--- config.mk ---
export PLATFORM = sky130hd
export DESIGN_NAME = event_sampler
export DESIGN_NICKNAME = d
export VERILOG_FILES = /design/src/rtl/es_pkg.sv /design/src/rtl/es_pending.sv /design/src/rtl/es_hold.sv /design/src/rtl/es_fire.sv /design/src/rtl/event_sampler.sv
export SDC_FILE = /design/constraint.sdc
export NUM_CORES = 1
export LEC_CHECK = 0
export BUFFER_PORTS_ARGS = -buffer_cell sky130_fd_sc_hd__buf_2
export CORE_AREA = 10 10 47 49
export DETAILED_ROUTE_END_ITERATION = 10
export DIE_AREA = 0 0 57 59
export PLACE_DENSITY = 0.64
export SKIP_LAST_GASP = 1
export SLEW_MARGIN = 15
export SYNTH_ARGS = -nofsm -noshare
export SYNTH_HDL_FRONTEND = slang
export SYNTH_SLANG_ARGS = --single-unit
--- constraint.sdc ---
create_clock -name clk -period 1.4 [get_ports clk]
set_input_delay 0.14 -clock clk [delete_from_list [all_inputs] [get_ports clk]]
set_output_delay 0.14 -clock clk [all_outputs]
set_load 0.03 [all_outputs]
--- src/rtl/es_pkg.sv ---
// Package: shared types for the event sampler.
// Assumes: nothing beyond IEEE 1800-2017.
package es_pkg;

    // Handling of an input that coincides with a sampling event.
    typedef enum logic {
        ES_WEAK   = 1'b0,   // coincident input is sampled in the same cycle
        ES_STRICT = 1'b1    // coincident input waits for the next sample
    } mode_e;

endpackage

--- src/rtl/es_pending.sv ---
// Module: es_pending
// Holds the one-deep "input seen since last sample" flag.
// Assumes: strobes are synchronous to clk, and reset is synchronous, active low.
module es_pending
    import es_pkg::*;
#(
    parameter mode_e MODE = ES_WEAK
) (
    input  logic clk,
    input  logic rst_n,
    input  logic in_vld,
    input  logic smp_vld,
    output logic pend_q
);

    logic pend_d;

    // Next-state rule for the pending flag, chosen by the mode.
    generate
        if (MODE == ES_STRICT) begin : g_strict
            always_comb begin
                if (smp_vld) pend_d = in_vld;           // consume, re-arm on coincident input
                else         pend_d = pend_q | in_vld;
            end
        end else begin : g_weak
            always_comb begin
                if (smp_vld) pend_d = 1'b0;             // coincident input used at once
                else         pend_d = pend_q | in_vld;
            end
        end
    endgenerate

    // Flag register with synchronous active-low reset.
    always_ff @(posedge clk) begin
        if (!rst_n) pend_q <= 1'b0;
        else        pend_q <= pend_d;
    end

    // reset leaves the flag clear.
    p_reset_clear_r8: assert property (@(posedge clk) !rst_n |=> !pend_q);

    // a sample with no coincident input leaves nothing pending.
    p_sample_drain_r5: assert property (@(posedge clk) disable iff (!rst_n)
        (smp_vld && !in_vld) |=> !pend_q);

    generate
        if (MODE == ES_STRICT) begin : g_chk_strict
            // strict mode defers a coincident input to the next sample.
            p_strict_defer_r3: assert property (@(posedge clk) disable iff (!rst_n)
                (smp_vld && in_vld) |=> pend_q);
        end
    endgenerate

endmodule

--- src/rtl/es_hold.sv ---
// Module: es_hold
// Keeps the value of the most recent input event.
// Assumes: in_data is meaningful only while in_vld is high.
module es_hold #(
    parameter int DATA_W = 8
) (
    input  logic              clk,
    input  logic              rst_n,
    input  logic              in_vld,
    input  logic [DATA_W-1:0] in_data,
    output logic [DATA_W-1:0] held_q
);

    // Capture register: the latest input overwrites any earlier one.
    always_ff @(posedge clk) begin
        if (!rst_n)      held_q <= '0;
        else if (in_vld) held_q <= in_data;
    end

    // a captured input is what the register shows next cycle.
    p_capture_last_r4: assert property (@(posedge clk) disable iff (!rst_n)
        in_vld |=> (held_q == $past(in_data)));

endmodule

--- src/rtl/es_fire.sv ---
// Module: es_fire
// Decides whether a sampling event fires and selects the output value.
// Assumes: pend_q and held_q come from es_pending and es_hold of the same mode.
module es_fire
    import es_pkg::*;
#(
    parameter int    DATA_W = 8,
    parameter mode_e MODE   = ES_WEAK
) (
    input  logic              pend_q,
    input  logic [DATA_W-1:0] held_q,
    input  logic              in_vld,
    input  logic [DATA_W-1:0] in_data,
    input  logic              smp_vld,
    output logic              out_vld,
    output logic [DATA_W-1:0] out_data
);

    logic              hit;
    logic [DATA_W-1:0] pick;

    // Fire condition and value source, chosen by the mode.
    generate
        if (MODE == ES_STRICT) begin : g_strict
            always_comb begin
                hit  = smp_vld & pend_q;                 // only earlier inputs qualify
                pick = held_q;
            end
        end else begin : g_weak
            always_comb begin
                hit  = smp_vld & (pend_q | in_vld);      // coincident input qualifies
                pick = in_vld ? in_data : held_q;        // newest value wins
            end
        end
    endgenerate

    // Output gating: data is forced to zero while not valid.
    always_comb begin
        out_vld  = hit;
        out_data = hit ? pick : '0;
    end

endmodule

--- src/rtl/event_sampler.sv ---
// Module: event_sampler (top)
// Samples an input event stream on a sampling strobe. One pending input
// at most, and surplus inputs between samples merge into the last one.
// Assumes: single clock, synchronous active-low reset, single-cycle strobes.
module event_sampler
    import es_pkg::*;
#(
    parameter int    DATA_W = 8,
    parameter mode_e MODE   = ES_WEAK
) (
    input  logic              clk,
    input  logic              rst_n,
    input  logic              in_vld,
    input  logic [DATA_W-1:0] in_data,
    input  logic              smp_vld,
    output logic              out_vld,
    output logic [DATA_W-1:0] out_data
);

    logic              pend_q;
    logic [DATA_W-1:0] held_q;

    es_pending #(.MODE(MODE)) u_pend (
        .clk     (clk),
        .rst_n   (rst_n),
        .in_vld  (in_vld),
        .smp_vld (smp_vld),
        .pend_q  (pend_q)
    );

    es_hold #(.DATA_W(DATA_W)) u_hold (
        .clk     (clk),
        .rst_n   (rst_n),
        .in_vld  (in_vld),
        .in_data (in_data),
        .held_q  (held_q)
    );

    es_fire #(.DATA_W(DATA_W), .MODE(MODE)) u_fire (
        .pend_q   (pend_q),
        .held_q   (held_q),
        .in_vld   (in_vld),
        .in_data  (in_data),
        .smp_vld  (smp_vld),
        .out_vld  (out_vld),
        .out_data (out_data)
    );

    // output is a sub-sequence of sampling events.
    p_out_on_sample_r1: assert property (@(posedge clk) disable iff (!rst_n)
        out_vld |-> smp_vld);

    // data is zero whenever the strobe is low.
    p_data_quiet_r7: assert property (@(posedge clk) disable iff (!rst_n)
        !out_vld |-> (out_data == '0));

    generate
        if (MODE == ES_WEAK) begin : g_chk_weak
            // weak mode fires at once on a coincident input.
            p_weak_now_r2: assert property (@(posedge clk) disable iff (!rst_n)
                (smp_vld && in_vld) |-> (out_vld && out_data == in_data));
        end else begin : g_chk_strict
            // a strict sample with a coincident input fires the next sample.
            p_strict_rearm_r6: assert property (@(posedge clk) disable iff (!rst_n)
                (smp_vld && in_vld) ##1 (smp_vld && !in_vld) |-> out_vld);
        end
    endgenerate

endmodule

==> run metrics <==
outcome=finished, final reports clean; CTS H-tree depth=1; # resized after CTS=0; number of global-route vias before repair=roughly 480; Worst Path Max Fanout=8; IR Drop Worst-Case VDD=0.542 mV; first-pass GRT wire length=roughly 1900 µm; die extent in x=around 57 µm; nets@finish=91; total internal power=430 µW; post-route clock skew=0 ns; die height=59 µm; unrepaired setup endpoints after global routing=false; Avg WL per Cell=between 10 and 15 µm; worst path cell trace=nand2b_4 -> o21ai_1 -> buf_2; CTS Hold Bufs=0; overall via count from detail_route=440; placed wire-length estimate after detailed placement=between 800 and 900 µm; worst hold-check slack=about 0.16 ns; pin count of the biggest net entering global routing=19; number of remaining DRC errors=0; Syn Nets=between 60 and 70; Crit path buffers/inverters=1; residual antenna-violating net count after detailed routing=0; insertion delay of the later-clocked pin in the worst-skew pair=~0.25 ns; crit end category=output port; clock root buffer=clkbuf_4; Switching Share=approximately 27%; post-synthesis instance total=57; Total Routing Usage GR=6.85%; data arrival time of the critical path=about 1.1 ns; buffers inserted during post-CTS setup optimization=0; layout cell share with drive strength beyond 1=between 30% and 40%; synthesized area per cell=8.78 µm²; PwrDens=between 900 and 1000 mW/mm²; setup_tns=0 ns; Tightest Pin Transition=around 0.29 ns; normalized max-slew margin=around four fifths; Inserted Clock Buffers=3; Yosys warnings=0; Slew Viols, Final=0; maximum clock frequency=~800 MHz; std cell rows=14; proportion of power drawn by the clock network=about 33%; number of filler instances in the final layout=~150; portion of the post-synthesis area used by sequential elements=around 36%; port buffer count=20; fin crit share=between 80% and 90%; family of cells with the greatest summed delay on the critical path=flip-flops; setup slack of the most critical reg-to-reg path=~0.73 ns; area added between synthesis and finish=22.0%; Leak=roughly 0.28 nW; kind of critical path=register to output port; switching power=162 µW; max-cap violations=0; number of iterations in the first detailed-routing pass=4; GPL Wtd Cong=around 0.66; die footprint=around 0.0034 mm²; count of antenna diodes in the layout=0; final count of hold timing violations=0; Final Core Density=a little over two fifths; data required time of the worst path=between 1 and 1.5 ns; antenna violations before repair=0; peak per-stage delay on the critical path=around 0.37 ns; Total Power Consumption=just under 600 µW; vias per inst=~4.7; TritonCTS sink count=9; standard cell core area=approximately 0.0014 mm²; crit path max-delay cell type=dfxtp_1; Initial Utilization=approximately 36%; drt first-iter violations=9; number of buffers on the longest clock path=2; Synth Register Bits=9; number of unique standard cell types used by synthesis=13; Boundary Pins=21; share of total power in sequential cells=47.1%; TritonCTS clock tree=yes; nature of the critical path startpoint=register; min Tclk post-route=roughly 1.2 ns; final global-route overflow total=0; worst min-delay path category=input pin to register; clock slew seen by the registers of the worst setup and hold paths=~0.060 ns; routed wire length=approximately 1100 µm; setup-violating endpoint count in the final report=0; fraction of power consumed by combinational cells=between 20 and 25%; netlist area before placement=around 500 µm²
layout by cell type, fill, tap and decap left out:
cell type,Yosys,layout
dfxtp_1,9,9
nand3_1,8,8
buf_4,1,1
o21ai_1,8,8
nand2b_4,1,1
nor3b_2,1,1
nor2_1,1,1
nand2_1,8,8
clkbuf_4,0,3
clkbuf_1,0,1
buf_2,1,20
mux2i_1,8,8
nor2b_1,9,9
flip-flops by register name (all words and copies together), names as in the netlist:
register       flops
u_hold.held_q      8
u_pend.pend_q      1
cell usage after synthesis:
library cell / n / area [µm²]
nor2b_1: 9 / 56.3
buf_12: 1 / 20.0
nand3_1: 8 / 40.0
nor3b_2: 1 / 12.5
mux2i_1: 8 / 80.1
dfxtp_1: 9 / 180
nand2_1: 8 / 30.0
nor2_1: 1 / 3.75
o21ai_1: 8 / 40.0
buf_2: 1 / 5.00
buf_6: 1 / 11.3
nand2b_4: 1 / 13.8
buf_4: 1 / 7.51
routing by layer:
metal  GRT usage [%]  wire (µm)
met3            4.08        104
met2            10.7        487
met1            7.31        499
met5               0          0
met4            3.02          0
power by group through the flow:
stage | logic (mW) | clock network [mW] | registers [mW]
floorplan | 0.0923 | 0 | 0.283
global placement | 0.120 | 0 | 0.284
detailed placement | 0.121 | 0 | 0.284
CTS | 0.121 | 0.202 | 0.279
global route | 0.133 | 0.214 | 0.280
finish | 0.119 | 0.194 | 0.279
cell families (layout without fill, tap and decap cells):
family / Yosys count / in the layout / share of synthesized area [%]
mux: 8 / 8 / 16.0
flops: 9 / 9 / 36.0
compound gates: 8 / 8 / 8.00
buf+inv: 4 / 25 / 8.75
simple gates: 28 / 28 / 31.2
cell type report:
cell class	instances	area (µm²)	share of cell area [%]
multi-input cells	44	277	45.3
flip-flops and latches	9	180	29.5
repair buffers	21	108	17.6
clock buffers	4	26.3	4.30
well taps	16	20.0	3.28
worst register-to-register path: stages (launching register included):
cell and delay (ns):
dfxtp_1 0.33, nor2_1 0.16, nor3b_2 0.06
worst paths after layout:
kind / start / to / cells past startpoint
worst max-delay path: u_pend.pend_q / out_data[1] / 3
worst min register to register: u_hold.held_q[1] / u_hold.held_q[1] / 2
worst max register to register: u_pend.pend_q / u_pend.pend_q / 2
worst min-delay path: in_data[1] / u_hold.held_q[1] / 3
stage by stage:
step,area [µm²],setup slack [ns],cells
2_1_floorplan,500,0.334,57
3_3_place_gp,584,0.298,90
3_5_place_dp,584,0.295,90
4_1_cts,611,0.166,94
5_1_grt,611,0.111,94
6_report,611,0.184,94
(Power assumes the default switching activity.)
